File: src/rtl/clk_prescale_pkg.sv
package clk_prescale_pkg;
  localparam int REG_W    = 8;
  localparam int SEL_W    = 4;
  localparam int FLAG_BIT = 7;
  localparam logic [REG_W-1:0] UNLOCK_CODE = 8'h80;
endpackage

File: src/rtl/cpc_unlock.sv
module cpc_unlock #(
  parameter int WINDOW = 4
) (
  input  logic clk,
  input  logic rst,
  input  logic unlock_req,
  input  logic sel_req,
  output logic flag,
  output logic sel_take
);
  localparam int TW = (WINDOW > 2) ? $clog2(WINDOW) : 1;
  localparam logic [TW-1:0] T_START = TW'(WINDOW - 1);

  logic [TW-1:0] timer_q;

  // a select write is honoured only while the window is open
  assign sel_take = sel_req && flag;

  always_ff @(posedge clk) begin
    if (rst) begin
      flag    <= 1'b0;
      timer_q <= '0;
    end else if (sel_take) begin
      flag    <= 1'b0;
      timer_q <= '0;
    end else if (flag) begin
      if (timer_q == '0) flag <= 1'b0;
      else               timer_q <= timer_q - 1'b1;
    end else if (unlock_req) begin
      flag    <= 1'b1;
      timer_q <= T_START;
    end
  end
endmodule

File: src/rtl/cpc_sel_reg.sv
module cpc_sel_reg #(
  parameter int SEL_W    = 4,
  parameter int MAX_LOG2 = 8
) (
  input  logic             clk,
  input  logic             rst,
  input  logic             load,
  input  logic [SEL_W-1:0] din,
  output logic [SEL_W-1:0] sel_q
);
  localparam logic [SEL_W-1:0] SEL_MAX = SEL_W'(MAX_LOG2);

  logic legal;
  assign legal = (din <= SEL_MAX);

  always_ff @(posedge clk) begin
    if (rst)                sel_q <= '0;
    else if (load && legal) sel_q <= din;
  end
endmodule

File: src/rtl/cpc_divider.sv
module cpc_divider #(
  parameter int SEL_W    = 4,
  parameter int MAX_LOG2 = 8
) (
  input  logic             clk,
  input  logic             rst,
  input  logic [SEL_W-1:0] sel_pending,
  output logic [SEL_W-1:0] applied,
  output logic             tick
);
  localparam int CW = (MAX_LOG2 > 0) ? MAX_LOG2 : 1;

  logic [CW-1:0] cnt_q;
  logic [CW-1:0] limit;
  logic          at_end;

  // counter limit is 2^applied - 1: bit i is set when applied exceeds i
  for (genvar i = 0; i < CW; i++) begin : g_limit
    assign limit[i] = (applied > SEL_W'(i));
  end

  assign at_end = (cnt_q == limit);

  always_ff @(posedge clk) begin
    if (rst) begin
      cnt_q   <= '0;
      applied <= '0;
      tick    <= 1'b0;
    end else begin
      tick <= at_end;
      if (at_end) begin
        cnt_q   <= '0;
        applied <= sel_pending;
      end else begin
        cnt_q <= cnt_q + 1'b1;
      end
    end
  end
endmodule

File: src/rtl/clk_prescale_ctrl.sv
module clk_prescale_ctrl
  import clk_prescale_pkg::*;
#(
  parameter int WINDOW   = 4,
  parameter int MAX_LOG2 = 8
) (
  input  logic             clk,
  input  logic             rst,
  input  logic             wr_en,
  input  logic [REG_W-1:0] wr_data,
  output logic [REG_W-1:0] rd_data,
  output logic [SEL_W-1:0] div_log2,
  output logic             clk_en
);
  logic             flag;
  logic             sel_take;
  logic             unlock_req;
  logic             sel_req;
  logic [SEL_W-1:0] sel_q;

  assign unlock_req = wr_en && (wr_data == UNLOCK_CODE);
  assign sel_req    = wr_en && !wr_data[FLAG_BIT];

  cpc_unlock #(.WINDOW(WINDOW)) u_unlock (
    .clk(clk), .rst(rst), .unlock_req(unlock_req), .sel_req(sel_req),
    .flag(flag), .sel_take(sel_take)
  );

  cpc_sel_reg #(.SEL_W(SEL_W), .MAX_LOG2(MAX_LOG2)) u_sel (
    .clk(clk), .rst(rst), .load(sel_take), .din(wr_data[SEL_W-1:0]),
    .sel_q(sel_q)
  );

  cpc_divider #(.SEL_W(SEL_W), .MAX_LOG2(MAX_LOG2)) u_div (
    .clk(clk), .rst(rst), .sel_pending(sel_q), .applied(div_log2),
    .tick(clk_en)
  );

  always_comb begin
    rd_data           = '0;
    rd_data[FLAG_BIT] = flag;
    rd_data[SEL_W-1:0] = sel_q;
  end
endmodule

File: config.mk
export PLATFORM = sky130hd
export DESIGN_NAME = clk_prescale_ctrl
export DESIGN_NICKNAME = d
export VERILOG_FILES = /design/src/rtl/clk_prescale_pkg.sv /design/src/rtl/cpc_unlock.sv /design/src/rtl/cpc_sel_reg.sv /design/src/rtl/cpc_divider.sv /design/src/rtl/clk_prescale_ctrl.sv
export SDC_FILE = /design/constraint.sdc
export NUM_CORES = 1
export LEC_CHECK = 0
export ABC_CLOCK_PERIOD_IN_PS = 2600
export BUFFER_PORTS_ARGS = -buffer_cell sky130_fd_sc_hd__buf_2
export CAP_MARGIN = 20
export CORE_ASPECT_RATIO = 0.6
export CORE_UTILIZATION = 30
export CTS_BUF_LIST = sky130_fd_sc_hd__clkbuf_16
export DETAILED_ROUTE_END_ITERATION = 6
export PLACE_DENSITY = 0.5
export SKIP_CTS_REPAIR_TIMING = 1
export SYNTH_ARGS = -nofsm -noshare
export SYNTH_HDL_FRONTEND = slang
export SYNTH_SLANG_ARGS = --single-unit
export TNS_END_PERCENT = 20
File: constraint.sdc
create_clock -name clk -period 2.6 [get_ports clk]
set_input_delay 0.52 -clock clk [delete_from_list [all_inputs] [get_ports clk]]
set_output_delay 0.52 -clock clk [all_outputs]
set_load 0.1 [all_outputs]
Yosys cells after proc, flatten, opt, wreduce, memory -nomap -nowiden:

Cells that the tools add are included.

* add/subtract/negate cells: 2
* $mul: 0
* div/mod/pow operators: 0
* $lt $le $gt $ge: 9
* eq/ne operators: 3
* shifts and indexed selects: 0
* mux-type cells: 6
* bitwise operators: 0
* reduce and logical (&&, ||, !) cells: 10

Operators by type and width (count)
* > comparator 4 x 3 -> 1 bit (second input constant): 4
* adder 8 x 1 -> 8 bit (second input constant): 1
* equality test 8 bit: 1
* equality test 8 bit (second input constant): 1
* > comparator 4 x 1 -> 1 bit (second input constant): 2
* > comparator 4 x 2 -> 1 bit (second input constant): 2
* 2-to-1 mux 2 bit: 3
* <= comparator 4 bit (second input constant): 1
* logical AND 1 bit: 4
* OR reduction 2 bit: 2
* 2-to-1 mux 1 bit: 3
* zero test 2 bit: 1
* != test 2 bit (second input constant): 1
* AND reduction 2 bit: 1
* nonzero test 2 bit: 1
* subtractor 2 x 1 -> 2 bit (second input constant): 1
* zero test 1 bit: 1

* register bits: 20
* bits in latches: 0
* memory bits (writable): 0
* bits in read-only memories: 0
* bits of input ports: 11
* memories kept: 0

Logic depth before layout (Yosys ltp):

Gate-level depths: netlist of the first run.

* word-level depth: 4
* gate-level depth with buffers: 7
* gate-level depth less buffers: 6

Cells and area by module:

A second synthesis of the first run with hierarchy kept.

* cells, all modules: 125
* area total of the unflattened synthesis: 1152.4 sq um

Modules (own cells, without submodules)
* cpc_divider: times used 1, cells each 81, area an instance 740.7 sq um
* cpc_sel_reg: times used 1, cells each 20, area an instance 192.7 sq um
* cpc_unlock: times used 1, cells each 15, area an instance 148.9 sq um
* clk_prescale_ctrl: times used 1, cells each 9, area an instance 70.1 sq um

Worst setup path before layout of the first run:

OpenSTA, ideal clock, no wires.

* path kind: reg2reg
* from: register u_div.applied[1]
* to: register u_div.applied[3]
* data arrival time: 2.351 ns
* data required time: 2.528 ns
* path slack: 0.177 ns
* cell stages (with the launch flop): 8
* cell sequence: dfxtp_1 -> buf_6 -> xnor2_1 -> a31oi_1 -> o31a_1 -> nor4_4 -> buf_6 -> mux2i_1

* longest elaborated chain between the ends: 2

Ends and longest elaborated chain
* start: declaration: RTL line cpc_divider.sv:8 `output logic [SEL_W-1:0] applied,`
* start signal: assignment: RTL line cpc_divider.sv:33 `applied <= sel_pending;`
* > comparator 4 x 1 -> 1 bit, or another cell as far along: RTL line cpc_divider.sv:19 `assign limit[i] = (applied > SEL_W'(i));`
* equality test 8 bit (*): RTL line cpc_divider.sv:22 `assign at_end = (cnt_q == limit);`

Mark *: on every way between the ends. The rest lies on a longest branch, timed or not.
A chain may end at the register's enable or synchronous reset.

Final worst setup path of the first run:

Same ends and word-level chain as after synthesis.

==> results of run 1 <==
[flip-flops by register name, summed over array words and instances, names as in the netlist]
signal and count:
u_div.cnt_q 8, u_unlock.timer_q 2, u_sel.sel_q 4, u_div.tick 1
u_div.applied 4, u_unlock.flag 1
[layout by cell type, fill, tap and decap left out, types with 2 or more instances in the layout]
| cell | instances |
|---|---|
| nor4_1 | 2 |
| xor2_1 | 4 |
| o21ai_0 | 3 |
| a31oi_1 | 2 |
| and3_1 | 3 |
| nor2_1 | 6 |
| nor3b_1 | 2 |
| nor3_1 | 15 |
| nor2b_1 | 2 |
| xnor2_1 | 4 |
| inv_1 | 3 |
| nand3_1 | 5 |
| conb_1 | 3 |
| ha_1 | 2 |
| buf_2 | 20 |
| nand2_1 | 4 |
| dfxtp_1 | 20 |
| mux2i_1 | 6 |
| a21oi_1 | 2 |
| nand2b_1 | 8 |
| clkbuf_16 | 3 |
[final cells by class]
type | count | share of cell area
well taps | 45 | 0.04639
repair buffers | 21 | 0.08866
multi-input cells | 85 | 0.4608
inverters | 3 | 0.009278
flip-flops and latches | 20 | 0.3299
clock inverters | 1 | 0.003093
clock buffers | 3 | 0.06186
[power by group through the flow]
stage | registers [mW] | clock network (mW) | logic, mW
floorplan | 0.321 | 0 | 0.0306
global placement | 0.314 | 0 | 0.0437
detailed placement | 0.314 | 0 | 0.0442
CTS | 0.308 | 0.322 | 0.0442
global route | 0.308 | 0.341 | 0.0465
finish | 0.308 | 0.313 | 0.0444
[metrics by stage]
step                      hold slack [ps]  std cells  total power, mW    util  instance area [um2]
after floorplan                     451.7        119           0.3513       -                 1051
after global placement              483.4        174           0.3581  0.3457                 1135
after detailed placement            485.6        174           0.3586  0.3457                 1135
after CTS                           494.2        178           0.6737  0.3697                 1214
after global routing                522.2        178           0.6948  0.3697                 1214
final                               490.7        178           0.6648  0.3697                 1214
[cell families (layout without fill, tap and decap cells)]
family          count (synthesis)  after routing  synth area share
flops                          20             20            0.3837
buf+inv                        14             28           0.08752
fa+ha+maj                       2              2           0.02398
simple gates                   52             52            0.2842
other cells                     1              3          0.003594
mux                             6              6           0.05756
compound gates                 14             14           0.09233
xor+xnor                        8              8           0.06714
[critical path: cells and delay by family, from the launching register on]
family / cells / cell delay [ps]
XOR/XNOR: 1 / 170
AND/OR/NAND/NOR: 1 / 270
flip-flops: 1 / 530
buffers and inverters: 1 / 250
multiplexers: 1 / 190
AO/OA/AOI/OAI: 2 / 410
[how the worst max path moves through the flow]
| stage | startpoint | to | slack (ps) | depth (start not counted) |
|---|---|---|---|---|
| finish | u_div.applied[1] | u_div.applied[3] | 720 | 6 |
| detailed placement | u_div.applied[1] | u_div.applied[3] | 740 | 6 |
| CTS | u_div.applied[1] | u_div.applied[3] | 720 | 6 |
| global placement | wr_data[1] | u_unlock.timer_q[0] | 830 | 5 |
| floorplan | u_div.applied[1] | u_div.applied[3] | 180 | 7 |
| global route | u_div.applied[1] | u_div.applied[3] | 620 | 6 |
[layer usage]
| metal | part of all wire | up-vias | wire, um | track usage |
|---|---|---|---|---|
| met5 | 0 | - | 0 | 0 |
| met4 | 0.014 | 0 | 31 | 0.05556 |
| met3 | 0.044 | 4 | 99 | 0.04762 |
| met2 | 0.36 | 17 | 807 | 0.1702 |
| met1 | 0.58 | 381 | 1308 | 0.1950 |
| li1 | - | 434 | - | - |
==> impl_metrics.toml, run 1 <==
[run_status]
status = "finished, final reports clean"

[clocking]
clockRootBuffer = "clkbuf_16"
clk_pin_slew_ps = 50
clock_path_buffers = 2
cts.sinks = 20
clkLatencyLatePin_ps = 250
numCtsBuffers = 3
htree_num_levels = 1
cts_tree = "built"

[power]
pwr-share-clk = 0.470
ir_drop_uv = 285.0
internal_power_mw = 0.5214
p_leak_nw = 0.5133
switching_share = 0.2157
p_switching_mw = 0.1434
power_frac_seq = 0.463
pwr-share-comb = 0.067
pwr_density_cell_nw_per_um2 = 547.7

[timing]
finalSetupViolCount = 0
finalSetupTns_ps = 0
grt_setup_unrepaired = "no"
final_hold_viol_count = 0
min_period_ps = 1881
post-route-period-util = 0.7233
clock_skew_ps = 2.555
fmax_mhz = 531.7
drv_slew = 0
setup_slack_ps = 719.4

[floorplanning]
io_pins = 24
initial_utilization = 0.3178
dieWidth_um = 78.14
rows = 16
core_area_um2 = 3283
die_h_um = 47.69
die-area_um2 = 3726

[global_route]
antenna_found_initial = 0
grt_usage = 0.1326
grt_start_max_net_pins = 25
grt_pass1_vias = 701
grt_pass1_wl_mm = 3.567
gr-total-overflow = 0

[routing]
first_iter_violations = 56
wl_mm = 2.246
vias_per_cell = 4.697
drt_pass1_iterations = 4
drt_drc_violations_left = 0
vias = 836
antenna_left = 0
routedWlPerCell_um = 12.62

[final_layout]
multiInputGateArea_um2 = 559.3
area_growth_pct = 16.31
drive_gt1_frac = 0.1955
num-nets-final = 147
fill_cells = 358
seq_area_um2 = 400.4
n_antenna_cell = 0

[yosys]
yosysUniqueCellTypes = 35
synth_area_leader_cell = "dfxtp_1"
synth_edf_count = 0
synth_top_area_frac = 0.3837
ys_warn_count = 0
synth_most_common_cell = "dfxtp_1"
synthTopCellsByArea = "dfxtp_1, nor3_1, mux2i_1"
yosysSeqAreaShare = 0.3837
synthFlopType = "dfxtp_1"
async_flop_share = 0
synth_common_cells = "dfxtp_1, nor3_1, nand2b_1"
avgSynthCellArea_um2 = 8.919
ys_ff_latch = 20
syn_inst = 117
synth_area_um2 = 1044

[worst_hold_path]
holdCritStartpoint = "u_sel.sel_q[3]"
min_path_type = "reg -> reg"
min_to = "u_div.applied[3]"
holdPathStages = 2

[worst_setup_path]
cp-start-kind = "register"
cp.required_ps = 2780
worst_path_max_delay_cell = "dfxtp_1"
criticalPathCategory = "reg -> reg"
path_max_fanout = 13
r2r-end = "u_div.applied[3]"
crit_path_end_kind = "register"
arrival_ps = 2060
regToRegSetupSlack_ps = 720
worst_r2r_startpoint = "u_div.applied[1]"
worstPathCellList = "xnor2_1 -> a31oi_1 -> o31a_1 -> nor4_4 -> buf_4 -> mux2i_1"
cpPeakStageDelay_ps = 530
r2r_cells = 6

[place]
pre_cts_ws_ps = 735.9
hpwl_mm = 1.663
routabilityCongestion = 0.7346
io_buffers = 20

[run]
max_cap_viol_count = 0
Note: power is estimated with default switching activity, not from simulation.
==> run 2: changes to the inputs <==
ABC_CLOCK_PERIOD_IN_PS = 1840   (was 2600)
clock period = 1.84 ns   (was 2.6 ns; I/O delays follow)
==> run 2 against run 1 <==
  * Via count up 3.5%
  * Cell count unchanged
  * Sequential share of layout area grew 0.68 points
  * Clock-buffer cell count unchanged
  * Final area up 1.6%
  * First-iteration DRC count down 14%
  * Non-clock buffer count is the same
  * Largest cell class unchanged
  * Highest routed layer unchanged
==> impl_metrics.toml, run 2 (synthesized netlist as in run 1, its figures left out) <==
[routing]
drt_pass1_iterations = 4
vias_per_cell = 4.860
drt_drc_violations_left = 0
vias = 865
wl_mm = 2.222
antenna_left = 0
routedWlPerCell_um = 12.48
first_iter_violations = 48

[worst_setup_path]
arrival_ps = 1850
cp.required_ps = 2020
regToRegSetupSlack_ps = 170
r2r_cells = 6
cp-start-kind = "register"
crit_path_end_kind = "register"
criticalPathCategory = "reg -> reg"
path_max_fanout = 13

[final_layout]
final_cell_mix = "buf_2, dfxtp_1, nor3_1, nand2b_1"
layout_commonest_cell = "buf_2"
area_growth_pct = 18.23
largest_register = "u_div.cnt_q"
utilization = 0.3758
fill_cells = 363
largest_reg_flops = 8
drive_gt1_frac = 0.2331
num-nets-final = 147
top_regs = "u_div.cnt_q (8), u_div.applied (4), u_sel.sel_q (4)"
n_antenna_cell = 0

[floorplanning]
core_area_um2 = 3283
die-area_um2 = 3726
die_h_um = 47.69
io_pins = 24
initial_utilization = 0.3178
rows = 16
dieWidth_um = 78.14

[global_route]
grt_start_max_net_pins = 25
grtUsageMet1 = 0.1895
met3_usage = 0.04190
grt_pass1_wl_mm = 3.608
grt_usage = 0.1340
gr-total-overflow = 0
busiest_layer = "met1"
grt_pass1_vias = 747
antenna_found_initial = 0
grtUsageMet2 = 0.1842

[clocking]
clockRootBuffer = "clkbuf_16"
clock_path_buffers = 2
cts.sinks = 20
numCtsBuffers = 3
clk_pin_slew_ps = 60
htree_num_levels = 1
cts_tree = "built"
clkLatencyLatePin_ps = 250

[timing]
fmax_mhz = 599.7
drv_slew = 0
clock_skew_ps = 3.967
min_period_ps = 1667
finalSetupViolCount = 0
post-route-period-util = 0.9062
setup_slack_ps = 172.6
grt_setup_unrepaired = "no"
final_hold_viol_count = 0
finalSetupTns_ps = 0

[power]
pwr_density_cell_nw_per_um2 = 758.9
p_leak_nw = 0.5157
ir_drop_uv = 287.8
total_power_mw = 0.9362

[place]
io_buffers = 20
pre_cts_ws_ps = 175.3
routabilityCongestion = 0.7723
hpwl_mm = 1.663

[worst_hold_path]
holdPathStages = 3
min_path_type = "in -> reg"

[run]
max_cap_viol_count = 0

[run_status]
status = "finished, final reports clean"
run 2: cell types whose count changed in the layout (fill, tap and decap cells not counted):
| cell | before | now |
|---|---|---|
| dfxtp_1 | 20 | 16 |
| dfxtp_4 | 0 | 4 |
| nor3_2 | 0 | 1 |
| nor3_1 | 15 | 14 |
run 2: path summary, 6_finish.rpt:
path / startpoint / end
worst max-delay path: u_div.applied[1] / u_div.applied[3]
worst min-delay path: wr_data[1] / u_sel.sel_q[1]
worst max register to register: u_div.applied[1] / u_div.applied[3]
worst min register to register: u_sel.sel_q[3] / u_div.applied[3]
run 2: metrics by stage:
| step | cell area (um2) | std cells | hold WS, ps |
|---|---|---|---|
| 2_1_floorplan | 1071 | 119 | 451.7 |
| 3_3_place_gp | 1155 | 174 | 472.5 |
| 3_5_place_dp | 1155 | 174 | 475.3 |
| 4_1_cts | 1234 | 178 | 367.3 |
| 5_1_grt | 1234 | 178 | 373.4 |
| 6_report | 1234 | 178 | 372.4 |
run 2: critical path: stages (launching register included):
cell	delay (ps)
dfxtp_4	380
and3_1	180
nor4_1	180
a21oi_1	150
nor4_4	260
buf_4	250
mux2i_1	190
run 2: power by group:
group	internal (mW)	total, mW	switching [mW]
logic	0.0131	0.0628	0.0497
clock network	0.289	0.445	0.155
registers	0.429	0.429	0.000316
run 2: cell type report:
class / count / area (um2) / area share
timing repair buffer: 21 / 107.6 / 0.08722
multi-input combinational: 85 / 564.3 / 0.4574
inverter: 3 / 11.26 / 0.009128
sequential: 20 / 415.4 / 0.3367
clock inverter: 1 / 3.754 / 0.003043
tap: 45 / 56.30 / 0.04564
clock buffer: 3 / 75.07 / 0.06085
run 2: metal layers:
metal	vias to the layer above	routed length [um]
li1	437	-
met1	408	1207
met2	18	867
met3	2	114
met4	0	34
met5	-	0
==> run 3: changes to the inputs <==
RECOVER_POWER = 25   (was not set)
==> run 3 against run 2 <==
  * Via count is 0.35% lower
  * Maximum frequency is 0.36% lower
  * Sequential cell count stayed put
  * Non-clock buffer count stayed put
  * Combinational power hardly changed
  * Sequential power hardly changed
  * Wire length is 0.45% lower
  * Clock-buffer cell count stayed put
  * First-iteration DRC count is 2.1% lower
  * Global-route usage stayed put
  * Sequential share of layout area stayed put
  * Critical path depth stayed put
  * Largest power group unchanged
  * Highest routed layer unchanged
==> impl_metrics.toml, run 3 (synthesized netlist as in run 1, its figures left out) <==
[final_layout]
largest_register = "u_div.cnt_q"
num-nets-final = 147
area_growth_pct = 18.23
layout.cells.non_filler = 178
layout_commonest_cell = "buf_2"
n_antenna_cell = 0
stdcell_area_um2 = 1234
final_cell_mix = "buf_2, dfxtp_1, nor3_1, nand2b_1"
largest_reg_flops = 8
drive_gt1_frac = 0.2331
top_regs = "u_div.cnt_q (8), u_div.applied (4), u_sel.sel_q (4)"

[worst_setup_path]
criticalPathCategory = "reg -> reg"
cp.required_ps = 2020
worst_path_max_delay_cell = "dfxtp_4"
crit_buf_inv = 1
worstPathCellList = "nor4_1 -> o2bb2ai_1 -> a21oi_1 -> nor4_4 -> buf_4 -> mux2i_1"
path_max_fanout = 13
cpPeakStageDelay_ps = 380
cp-start-kind = "register"
crit_path_end_kind = "register"
arrival_ps = 1850
cpLargestDelayFamily = "simple AND/OR/NAND/NOR gates"

[place]
place_area_um2 = 1155
hpwl_mm = 1.663
place_inst = 174
routabilityCongestion = 0.7723
io_buffers = 20

[routing]
antenna_left = 0
vias_per_cell = 4.843
drt_drc_violations_left = 0
wl_mm = 2.212
first_iter_violations = 47
drt_pass1_iterations = 4
routedWlPerCell_um = 12.43
vias = 862

[power]
total_power_mw = 0.9361
internal_power_mw = 0.7309
p_switching_mw = 0.2053
pwr-share-clk = 0.475
ir_drop_uv = 287.8
p_leak_nw = 0.5140
power_frac_seq = 0.458
switching_share = 0.2193
pwr_density_cell_nw_per_um2 = 758.8
pwr-share-comb = 0.067

[clocking]
numCtsBuffers = 3
cts_tree = "built"
clock_path_buffers = 2
clockRootBuffer = "clkbuf_16"
clkLatencyLatePin_ps = 250
htree_num_levels = 1
cts.sinks = 20
clk_pin_slew_ps = 60

[timing]
grt_setup_unrepaired = "no"
max_slew.worst_pin.slew_ps = 541.8
clock_skew_ps = 3.919
final_hold_viol_count = 0
drv_slew = 0
slew_headroom = 0.6404
whs_ps = 373.3
post-route-period-util = 0.9095
min_period_ps = 1673
finalSetupTns_ps = 0
finalSetupViolCount = 0
fmax_mhz = 597.6

[global_route]
grt_pass1_wl_mm = 3.608
grt_start_max_net_pins = 25
grt_usage = 0.1340
gr-total-overflow = 0
antenna_found_initial = 0
grt_pass1_vias = 747

[floorplanning]
initial_utilization = 0.3178
dieWidth_um = 78.14
die-area_um2 = 3726
core_area_um2 = 3283
rows = 16
die_h_um = 47.69
io_pins = 24

[run_status]
status = "finished, final reports clean"

[worst_hold_path]
min_path_type = "in -> reg"

[run]
max_cap_viol_count = 0
==> run 3: through the flow <==
step,worst slack (ps),util
floorplan,-20.12,-
global placement,227.0,0.3518
detailed placement,175.3,0.3518
CTS,154.1,0.3758
global route,42.56,0.3758
finish,166.6,0.3758
==> run 3: layer usage <==
metal	vias to the layer above	track usage	wire length, um
li1	438	-	-
met1	404	0.1895	1209
met2	18	0.1842	868
met3	2	0.04190	100
met4	0	0.06667	34
met5	-	0	0
==> run 3: cell type report <==
class / instances / area [um2]
Timing Repair Buffer: 21 / 107.6
Clock inverter: 1 / 3.754
Fill cell: 363 / 2049
Sequential cell: 20 / 415.4
Clock buffer: 3 / 75.07
Inverter: 3 / 11.26
Tap cell: 45 / 56.30
Multi-Input combinational cell: 85 / 564.3
==> run 3: worst paths after layout <==
kind,start,to,slack (ps),cells after the start
max reg2reg,u_div.applied[1],u_div.applied[3],170,6
min reg2reg,u_sel.sel_q[3],u_div.applied[3],480,2
max,u_div.applied[1],u_div.applied[3],170,6
min,wr_data[1],u_sel.sel_q[1],370,3
==> run 3: power by group through the flow <==
stage	Sequential, mW	Combinational (mW)	Clock, mW
4_1_cts	0.429	0.0629	0.462
6_report	0.429	0.0627	0.444
3_5_place_dp	0.438	0.0631	0
2_1_floorplan	0.447	0.0433	0
3_3_place_gp	0.438	0.0622	0
5_1_grt	0.429	0.0665	0.480
==> run 3: worst register-to-register path: stages (launching register included) <==
cell	delay [ps]
dfxtp_4	380
nor4_1	280
o2bb2ai_1	150
a21oi_1	80
nor4_4	260
buf_4	250
mux2i_1	190
